File: src/rtl/ilv_pkg.sv
package ilv_pkg;
  // bank number: low-order address bits
  function automatic logic [31:0] bank_of(input logic [31:0] addr, input int sel_w);
    return addr & ((32'd1 << sel_w) - 32'd1);
  endfunction
  // word position inside the bank: remaining upper bits
  function automatic logic [31:0] word_of(input logic [31:0] addr, input int sel_w);
    return addr >> sel_w;
  endfunction
endpackage

File: src/rtl/ilv_bank_timer.sv
module ilv_bank_timer #(
  parameter int CYC = 4
) (
  input  logic clk,
  input  logic rst_n,
  input  logic start,
  output logic busy
);
  localparam int CW = $clog2(CYC + 1);
  logic [CW-1:0] cnt;

  always_ff @(posedge clk) begin
    if (!rst_n)          cnt <= '0;
    else if (start)      cnt <= CW'(CYC - 1);
    else if (cnt != '0)  cnt <= cnt - CW'(1);
  end

  assign busy = (cnt != '0);
endmodule

File: src/rtl/ilv_ret_hold.sv
module ilv_ret_hold #(
  parameter int DW = 16
) (
  input  logic          clk,
  input  logic          rst_n,
  input  logic          push,
  input  logic [DW-1:0] din,
  input  logic          pop,
  output logic          vld,
  output logic          full,
  output logic [DW-1:0] dout
);
  logic [DW-1:0] e0, e1;
  logic [1:0]    cnt;

  always_ff @(posedge clk) begin
    if (!rst_n) begin
      cnt <= 2'd0;
      e0  <= '0;
      e1  <= '0;
    end else begin
      case ({push, pop})
        2'b10: begin
          if (cnt == 2'd0) e0 <= din;
          else             e1 <= din;
          cnt <= cnt + 2'd1;
        end
        2'b01: begin
          e0  <= e1;
          cnt <= cnt - 2'd1;
        end
        2'b11: begin
          if (cnt == 2'd1) e0 <= din;
          else begin
            e0 <= e1;
            e1 <= din;
          end
        end
        default: ;
      endcase
    end
  end

  assign vld  = (cnt != 2'd0);
  assign full = (cnt == 2'd2);
  assign dout = e0;
endmodule

File: src/rtl/ilv_tag_fifo.sv
module ilv_tag_fifo #(
  parameter int TW    = 2,
  parameter int DEPTH = 8
) (
  input  logic          clk,
  input  logic          rst_n,
  input  logic          push,
  input  logic [TW-1:0] din,
  input  logic          pop,
  output logic [TW-1:0] head,
  output logic          empty,
  output logic          full
);
  localparam int PW = $clog2(DEPTH);
  logic [TW-1:0] mem [DEPTH];
  logic [PW-1:0] wp, rp;
  logic [PW:0]   cnt;

  function automatic logic [PW-1:0] nxt(input logic [PW-1:0] p);
    return (p == PW'(DEPTH - 1)) ? '0 : p + PW'(1);
  endfunction

  always_ff @(posedge clk) begin
    if (!rst_n) begin
      wp  <= '0;
      rp  <= '0;
      cnt <= '0;
    end else begin
      if (push) begin
        mem[wp] <= din;
        wp      <= nxt(wp);
      end
      if (pop) rp <= nxt(rp);
      if (push && !pop)      cnt <= cnt + (PW+1)'(1);
      else if (pop && !push) cnt <= cnt - (PW+1)'(1);
    end
  end

  assign head  = mem[rp];
  assign empty = (cnt == '0);
  assign full  = (cnt == (PW+1)'(DEPTH));
endmodule

File: src/rtl/ilv_mem_ctrl.sv
module ilv_mem_ctrl #(
  parameter int ADDR_W  = 8,
  parameter int DATA_W  = 16,
  parameter int SEL_W   = 2,
  parameter int MEM_CYC = 4,
  parameter int QDEPTH  = 8
) (
  input  logic                         clk,
  input  logic                         rst_n,
  input  logic                         req_valid,
  output logic                         req_ready,
  input  logic [ADDR_W-1:0]            req_addr,
  input  logic                         req_we,
  input  logic [DATA_W-1:0]            req_wdata,
  output logic                         rsp_valid,
  output logic [DATA_W-1:0]            rsp_data,
  output logic [(1<<SEL_W)-1:0]        bank_req,
  output logic                         bank_we,
  output logic [ADDR_W-SEL_W-1:0]      bank_addr,
  output logic [DATA_W-1:0]            bank_wdata,
  input  logic [(1<<SEL_W)-1:0]        bank_rvalid,
  input  logic [(1<<SEL_W)*DATA_W-1:0] bank_rdata
);
  import ilv_pkg::*;
  localparam int NB   = 1 << SEL_W;
  localparam int BA_W = ADDR_W - SEL_W;

  logic [31:0]          sel32, word32;
  logic [SEL_W-1:0]     sel;
  logic [NB-1:0]        busy, hold_vld, hold_full, hold_pop;
  logic [NB*DATA_W-1:0] hold_data;
  logic [SEL_W-1:0]     q_head;
  logic                 q_empty, q_full;
  // named internal events, also watched by the checker
  logic                 accept, rd_push, pop, sel_free, sel_room;

  always_comb begin
    sel32  = bank_of(32'(req_addr), SEL_W);
    word32 = word_of(32'(req_addr), SEL_W);
    sel    = sel32[SEL_W-1:0];
  end

  // a read may also enter when the selected hold drains this very cycle
  assign sel_free  = !busy[sel];
  assign sel_room  = !hold_full[sel] || hold_pop[sel];
  assign req_ready = sel_free && (req_we || (sel_room && !q_full));
  assign accept    = req_valid && req_ready;
  assign rd_push   = accept && !req_we;

  assign bank_we    = req_we;
  assign bank_addr  = word32[BA_W-1:0];
  assign bank_wdata = req_wdata;

  assign rsp_valid = !q_empty && hold_vld[q_head];
  assign rsp_data  = hold_data[q_head*DATA_W +: DATA_W];
  assign pop       = rsp_valid;

  for (genvar b = 0; b < NB; b++) begin : g_bank
    assign bank_req[b] = accept && (sel == SEL_W'(b));
    assign hold_pop[b] = pop && (q_head == SEL_W'(b));

    ilv_bank_timer #(.CYC(MEM_CYC)) timer_i (
      .clk   (clk),
      .rst_n (rst_n),
      .start (bank_req[b]),
      .busy  (busy[b])
    );

    ilv_ret_hold #(.DW(DATA_W)) hold_i (
      .clk   (clk),
      .rst_n (rst_n),
      .push  (bank_rvalid[b]),
      .din   (bank_rdata[b*DATA_W +: DATA_W]),
      .pop   (hold_pop[b]),
      .vld   (hold_vld[b]),
      .full  (hold_full[b]),
      .dout  (hold_data[b*DATA_W +: DATA_W])
    );
  end

  ilv_tag_fifo #(.TW(SEL_W), .DEPTH(QDEPTH)) tagq_i (
    .clk   (clk),
    .rst_n (rst_n),
    .push  (rd_push),
    .din   (sel),
    .pop   (pop),
    .head  (q_head),
    .empty (q_empty),
    .full  (q_full)
  );
endmodule

File: config.mk
export PLATFORM = sky130hd
export DESIGN_NAME = ilv_mem_ctrl
export DESIGN_NICKNAME = d
export VERILOG_FILES = /design/src/rtl/ilv_pkg.sv /design/src/rtl/ilv_bank_timer.sv /design/src/rtl/ilv_ret_hold.sv /design/src/rtl/ilv_tag_fifo.sv /design/src/rtl/ilv_mem_ctrl.sv
export SDC_FILE = /design/constraint.sdc
export NUM_CORES = 1
export LEC_CHECK = 0
export BUFFER_PORTS_ARGS = -buffer_cell sky130_fd_sc_hd__buf_2
export CORE_ASPECT_RATIO = 0.8
export CORE_UTILIZATION = 55
export CTS_BUF_LIST = sky130_fd_sc_hd__clkbuf_4 sky130_fd_sc_hd__clkbuf_8
export DETAILED_ROUTE_END_ITERATION = 6
export GPL_ROUTABILITY_DRIVEN = 0
export PLACE_DENSITY = 0.8
export SLEW_MARGIN = 40
export SYNTH_ARGS = -nofsm -noshare
export SYNTH_HDL_FRONTEND = slang
export SYNTH_SLANG_ARGS = --single-unit
File: constraint.sdc
create_clock -name clk -period 5.3 [get_ports clk]
set_input_delay 0.53 -clock clk [delete_from_list [all_inputs] [get_ports clk]]
set_output_delay 0.53 -clock clk [all_outputs]
set_load 0.02 [all_outputs]
== Yosys cells after proc, flatten, opt, wreduce, memory -nomap -nowiden ==
Memory sizes are Yosys's and may differ from the RTL's. A register that Yosys moved wholly into a read port is not among the register bits.
Cells that the tools add are included.
Operators by class
  add/sub/neg operators: 16
  order comparisons: 2
  equal/unequal tests: 41
  shift operators: 1
  mux-type cells: 53
  bitwise logic cells: 1
  reductions and logical operators: 68
Operators with widths (number)
  two-way mux 16 bit: 16
  one-hot mux 16 bit (3 select lines): 4
  one-hot mux 16 bit (2 select lines): 4
  indexed part select 64 x 7 -> 16 bit: 1
  nonzero test 2 bit: 17
  == test 2 bit (second input constant): 16
  nonzero test 3 bit: 8
  == test 2 x 1 -> 1 bit (second input constant): 10
  two-way mux 2 bit: 8
  != test 2 bit (second input constant): 8
  one-hot mux 2 bit (2 select lines): 4
  logical AND 1 bit: 15
  zero test 2 bit: 6
  two-way mux 3 bit: 4
  AND reduction 3 bit: 4
  subtractor 3 x 1 -> 3 bit (second input constant): 4
  adder 2 x 1 -> 2 bit (second input constant): 4
  binary-select mux 1 bit (select 2 bit): 4
  two-way mux 4 bit: 2
  != test 2 x 1 -> 1 bit (second input constant): 4
  AND reduction 2 bit: 4
  OR reduction 2 bit: 4
  subtractor 2 x 1 -> 2 bit (second input constant): 4
  zero test 1 bit: 7
  10 further kinds: 20
Word-level totals
  bits in registers: 158
  bits in writable memories: 16
  bits of input ports: 96
  word-level logic and storage cells: 206
  memories: 1
Memory list
  tagq_i.mem: depth 8, bits a word 2, read ports 1, clocked after Yosys merged registers in 1, write ports 1, RTL line ilv_tag_fifo.sv:15  | logic [TW-1:0] mem [DEPTH];

== Depth between registers and ports, before layout ==
  depth in word-level cells: 17
  mapped depth: 17
  gate-level depth less buffers: 17

== Modules after synthesis ==
Synthesis repeated with hierarchy kept, for this count alone.
Second synthesis, totals
  cells, all modules: 1020
  area, all modules: 9305.2 um^2
Modules (own cells, without submodules)
  ilv_ret_hold: instances 4, cells each 194, area an instance 1621.6 um^2
  ilv_tag_fifo: instances 1, cells each 96, area an instance 1282.5 um^2
  ilv_mem_ctrl: instances 1, cells each 76, area an instance 835.8 um^2
  ilv_bank_timer: instances 4, cells each 18, area an instance 175.2 um^2

== Worst setup path after synthesis ==
OpenSTA, ideal clock, no wires.
  kind: reg2reg
  from: reg (tool-made name)
  to: reg g_bank[1].hold_i.e1[10]
  setup time: 0.117 ns
  arrival time: 3.611 ns
  required time: 5.183 ns
  setup slack: 1.573 ns
  cell stages (with the launch flop): 13
  path buffers: 2
  path through: dfxtp_1 mux4_1 mux2i_4 buf_2 o21ai_0 or3_1 inv_1 ha_1 o21ai_0 a21oi_1 clkbuf_1 mux2i_1 nor2b_1
RTL lines
  end signal, assigned: RTL line ilv_ret_hold.sv:25  | else e1 <= din;
  end signal, assigned: RTL line ilv_ret_hold.sv:36  | e1 <= din;
  end, declared: RTL line ilv_ret_hold.sv:13  | logic [DW-1:0] e0, e1;

==> report_table.html <==
<table>
<tr><th>Metric</th><th>Value</th></tr>
<tr><th colspan="2">Outcome</th></tr>
<tr><td>Run status</td><td>finished, final reports clean</td></tr>
<tr><th colspan="2">Critical path</th></tr>
<tr><td>Type of destination of the critical path</td><td>flip-flop</td></tr>
<tr><td>CP top delay family</td><td>compound AO/OA/AOI/OAI gates</td></tr>
<tr><td>Worst setup path category</td><td>reg2reg</td></tr>
<tr><td>Arrival time of data at the critical path endpoint</td><td>approximately 4400 ps</td></tr>
<tr><td>CP bufs+invs</td><td>3</td></tr>
<tr><td>Critical Path, Cell by Cell</td><td>mux4_1, mux2i_4, buf_4, nor4_1, o21a_1, a31oi_2, inv_2, ha_1, inv_1, ha_1, a21o_1, a21oi_1, xnor2_1, or3_1, a21boi_0</td></tr>
<tr><td>Cell type of the slowest stage on the worst timing path</td><td>sky130_fd_sc_hd__mux4_1</td></tr>
<tr><td>Maximum fanout encountered on the critical timing path</td><td>18</td></tr>
<tr><td>Worst path most repeated cell</td><td>sky130_fd_sc_hd__ha_1</td></tr>
<tr><td>Launching element type of the critical path</td><td>flip-flop</td></tr>
<tr><td>Endpoint required time on the critical path</td><td>about 5700 ps</td></tr>
<tr><td>CP max stage delay</td><td>slightly above 600 ps</td></tr>
<tr><th colspan="2">Layout</th></tr>
<tr><td>Post-layout nets</td><td>about 1100</td></tr>
<tr><td>Area of all placed cells without fillers</td><td>9920 µm²</td></tr>
<tr><td>Area taken by flip-flops and latches</td><td>between 3000 and 4000 µm²</td></tr>
<tr><td>Multi-input combinational cell area</td><td>approximately 4800 µm²</td></tr>
<tr><td>Final Util</td><td>0.624</td></tr>
<tr><td>Growth of design area from synthesis to finish</td><td>9.88%</td></tr>
<tr><td>Fraction of final layout cells sized beyond drive strength 1</td><td>0.164</td></tr>
<tr><td>Number of filler instances in the final layout</td><td>~1300</td></tr>
<tr><th colspan="2">Clock network</th></tr>
<tr><td>CTS Hold Bufs</td><td>0</td></tr>
<tr><td>Root Driver</td><td>sky130_fd_sc_hd__clkbuf_8</td></tr>
<tr><td>Clock net sink count</td><td>roughly 180</td></tr>
<tr><td>CTS tree</td><td>yes</td></tr>
<tr><td>Clock Tree Buf Depth</td><td>2</td></tr>
<tr><td>Clock slew at reported path FFs</td><td>around 100 ps</td></tr>
<tr><td>Post-CTS setup buffers</td><td>0</td></tr>
<tr><td>CTS-repair resized insts</td><td>0</td></tr>
<tr><td>Number of H-tree levels</td><td>4</td></tr>
<tr><td>Clock insertion delay at the later pin of the skew report</td><td>between 400 and 500 ps</td></tr>
<tr><td>TritonCTS Buffers</td><td>17</td></tr>
<tr><th colspan="2">Floorplanning</th></tr>
<tr><td>Die outline area</td><td>16900 µm²</td></tr>
<tr><td>CORE AREA</td><td>between 15000 and 20000 µm²</td></tr>
<tr><td>Die boundary width</td><td>between 100 and 150 µm</td></tr>
<tr><td>Die Span Y</td><td>around 120 µm</td></tr>
<tr><td>Number of top-level pins</td><td>between 100 and 150</td></tr>
<tr><td>Initial core utilization</td><td>0.568</td></tr>
<tr><td>Number of rows in the core area</td><td>41</td></tr>
<tr><th colspan="2">Timing</th></tr>
<tr><td>Hold WS</td><td>approximately 340 ps</td></tr>
<tr><td>Worst slew margin</td><td>0.485</td></tr>
<tr><td>Post-Route Skew</td><td>around 15 ps</td></tr>
<tr><td>Tmin final</td><td>3970 ps</td></tr>
<tr><td>Sum of negative setup slack</td><td>0 ps</td></tr>
<tr><td>Slew at the pin with the worst max-slew slack</td><td>roughly 770 ps</td></tr>
<tr><td>Total of endpoints with negative setup slack in the final report</td><td>0</td></tr>
<tr><td>RSZ-0062 raised after global routing</td><td>false</td></tr>
<tr><td>F_max</td><td>~0.25 GHz</td></tr>
<tr><td>Max Transition Viols Final</td><td>0</td></tr>
<tr><td>Hold Fails Final Rpt</td><td>0</td></tr>
<tr><td>Period utilization</td><td>0.750</td></tr>
<tr><th colspan="2">Yosys</th></tr>
<tr><td>Post-Syn Area</td><td>between 9000 and 10000 µm²</td></tr>
<tr><td>Cell with the most instances after synthesis</td><td>sky130_fd_sc_hd__dfxtp_1</td></tr>
<tr><td>Prevailing post-synth register cell</td><td>sky130_fd_sc_hd__dfxtp_1</td></tr>
<tr><td>Synthesized area per cell</td><td>roughly 9.8 µm²</td></tr>
<tr><td>Distinct cell type count after synthesis</td><td>between 50 and 60</td></tr>
<tr><td>Share of flip-flops with an asynchronous set or reset</td><td>0</td></tr>
<tr><td>Sequential area share after synthesis</td><td>0.410</td></tr>
<tr><td>Register bit count reported by yosys</td><td>around 180</td></tr>
<tr><td>EDFF count, synth</td><td>16</td></tr>
<tr><td>Post-synthesis cell type with the largest combined area</td><td>sky130_fd_sc_hd__dfxtp_1</td></tr>
<tr><td>Most common library cells after synthesis</td><td>161 x sky130_fd_sc_hd__dfxtp_1, 102 x sky130_fd_sc_hd__nand2_1, 97 x sky130_fd_sc_hd__mux2i_1, 90 x sky130_fd_sc_hd__nor2b_1, 69 x sky130_fd_sc_hd__o211a_1</td></tr>
<tr><td>Number of warnings printed during yosys synthesis</td><td>0</td></tr>
<tr><td>Leading post-synthesis cells by cell area</td><td>sky130_fd_sc_hd__dfxtp_1 36%, sky130_fd_sc_hd__mux2i_1 11%, sky130_fd_sc_hd__o211a_1 7.6%</td></tr>
<tr><td>Number of instances in the synthesized netlist</td><td>923</td></tr>
<tr><td>Fraction of synthesized cell area taken by the top area cell type</td><td>0.357</td></tr>
<tr><td>Net Count, Synth</td><td>about 1100</td></tr>
<tr><th colspan="2">Job</th></tr>
<tr><td>MaxCap Viol Count</td><td>0</td></tr>
<tr><th colspan="2">GRT</th></tr>
<tr><td>Vias in the first global route</td><td>between 6000 and 7000</td></tr>
<tr><td>Pin count of the biggest net entering global routing</td><td>between 100 and 150</td></tr>
<tr><td>Number of antenna violations at the first check in global routing</td><td>1</td></tr>
<tr><td>GRT overflow</td><td>0</td></tr>
<tr><td>Busiest grt layer</td><td>met2</td></tr>
<tr><td>Global-route usage over all layers</td><td>0.238</td></tr>
<tr><td>First-pass GRT wire length</td><td>31800 µm</td></tr>
<tr><td>Met3 usage</td><td>0.0531</td></tr>
<tr><td>GRT met1 Usage</td><td>0.328</td></tr>
<tr><td>Met2 track demand over resource</td><td>0.373</td></tr>
<tr><th colspan="2">Worst hold path</th></tr>
<tr><td>Path class of the lowest-slack min-delay path</td><td>in2reg</td></tr>
<tr><th colspan="2">Routing</th></tr>
<tr><td>Via count of the routed design</td><td>a little under 7000</td></tr>
<tr><td>Count of unresolved DRC violations after routing</td><td>0</td></tr>
<tr><td>Total wirelength of the detailed-routed design</td><td>around 20000 µm</td></tr>
<tr><td>Wire length per cell after detailed routing</td><td>16.5 µm</td></tr>
<tr><td>Drt initial violations</td><td>~420</td></tr>
<tr><td>Ratio of routed vias to standard cells</td><td>5.65</td></tr>
<tr><td>Drt first pass iters</td><td>6</td></tr>
<tr><td>Antenna Nets Post-Route</td><td>0</td></tr>
<tr><th colspan="2">Placement</th></tr>
<tr><td>Area post-placement</td><td>around 9500 µm²</td></tr>
<tr><td>DPL Wire Length</td><td>between 10000 and 15000 µm</td></tr>
<tr><td>Port buffer count</td><td>96</td></tr>
<tr><th colspan="2">Power</th></tr>
<tr><td>Maximum VDD drop</td><td>0.195 mV</td></tr>
<tr><td>Power per unit of standard cell area</td><td>~450 nW/µm²</td></tr>
<tr><td>Standby leakage power</td><td>4.81 nW</td></tr>
<tr><td>Final total power</td><td>about 4.5 mW</td></tr>
</table>
-- worst paths after layout --
| check | slack (ps) | endpoint | from | depth (start not counted) |
|---|---|---|---|---|
| max | 1330 | tagq_i.cnt[3] | flip-flop | 15 |
| min | 340 | g_bank[0].hold_i.e1[15] | bank_rdata[15] | 3 |
| max reg2reg | 1330 | tagq_i.cnt[3] | flip-flop | 15 |
| min reg2reg | 500 | g_bank[3].hold_i.dout[13] | g_bank[3].hold_i.dout[13] | 1 |
-- tightest hold or removal path, stage by stage --
cell and delay (ps):
sky130_fd_sc_hd__buf_2 90, sky130_fd_sc_hd__mux2i_1 60, sky130_fd_sc_hd__nor2b_1 90
-- state kept, by name, summed over array words and instances (netlist names), named ones only --
register and flops:
g_bank.hold_i.cnt 8, g_bank.hold_i.e1 64, g_bank.hold_i.dout 64, g_bank.timer_i.cnt 12, tagq_i.wp 3, tagq_i.mem 16
tagq_i.rp 3, tagq_i.cnt 4
-- cells by family (layout without fill, tap and decap cells) --
family | Yosys count | in the layout | synth area share
other | 0 | 1 | 0
flip-flops | 177 | 177 | 0.410
adder cells (fa/ha/maj) | 44 | 44 | 0.0618
AO/OA/AOI/OAI | 211 | 211 | 0.185
buffers and inverters | 123 | 176 | 0.0637
multiplexers | 103 | 103 | 0.122
XOR/XNOR | 15 | 15 | 0.0145
AND/OR/NAND/NOR | 250 | 250 | 0.143
-- metrics by stage --
step / cells / setup WS (ps)
global placement: 1159 / 1490
detailed placement: 1159 / 1350
CTS: 1191 / 1320
global route: 1192 / 1020
finish: 1192 / 1330
floorplan: 923 / 1570
-- metal layers --
metal | wire length, µm | part of all wire | up-vias
met5 | 0 | 0 | -
met4 | 340 | 0.017 | 0
met3 | 1270 | 0.064 | 31
met2 | 8590 | 0.44 | 180
met1 | 9510 | 0.48 | 3180
li1 | - | - | 3339
-- placed cells by master (no fill, tap or decap), drive strengths merged, types with 2 or more instances in the layout --
cell    Yosys  final
nand2     102    102
bufinv      0      3
inv        38     42
or2         3      3
o211ai      6      6
or3         4      4
xnor2      11     11
ha         43     43
nand3b      4      4
a21o        5      5
o211a      69     69
nor4b       3      3
and2        6      6
o21ai      16     16
nor3        5      5
mux4        4      4
mux2i      98     98
a211oi     16     16
nand3       4      4
clkbuf     50     21
nor2b      90     90
dfxtp     161    161
nand2b      6      6
xor2        4      4
clkinv      0      3
a21oi      25     25
a22oi      65     65
buf        35    106
nor4        4      4
nor2       13     13
nor3b       4      4
o21a        3      3
edfxtp     16     16
a31oi       2      2
-- power breakdown --
part / internal [mW] / leakage [nW] / switching (mW)
logic: 0.727 / 3.11 / 0.965
clock network: 0.514 / 0.221 / 0.493
registers: 1.61 / 1.47 / 0.174
total: 2.85 / 4.81 / 1.63
-- layout make-up --
class / instances / area share
Timing Repair Buffer: 106 / 0.0566
Antenna cell: 1 / 0.000252
Clock inverter: 11 / 0.0150
Inverter: 38 / 0.0144
Clock buffer: 21 / 0.0285
Sequential cell: 177 / 0.373
Multi-Input combinational cell: 623 / 0.485
Tap cell: 215 / 0.0271
(Power assumes the default switching activity.)
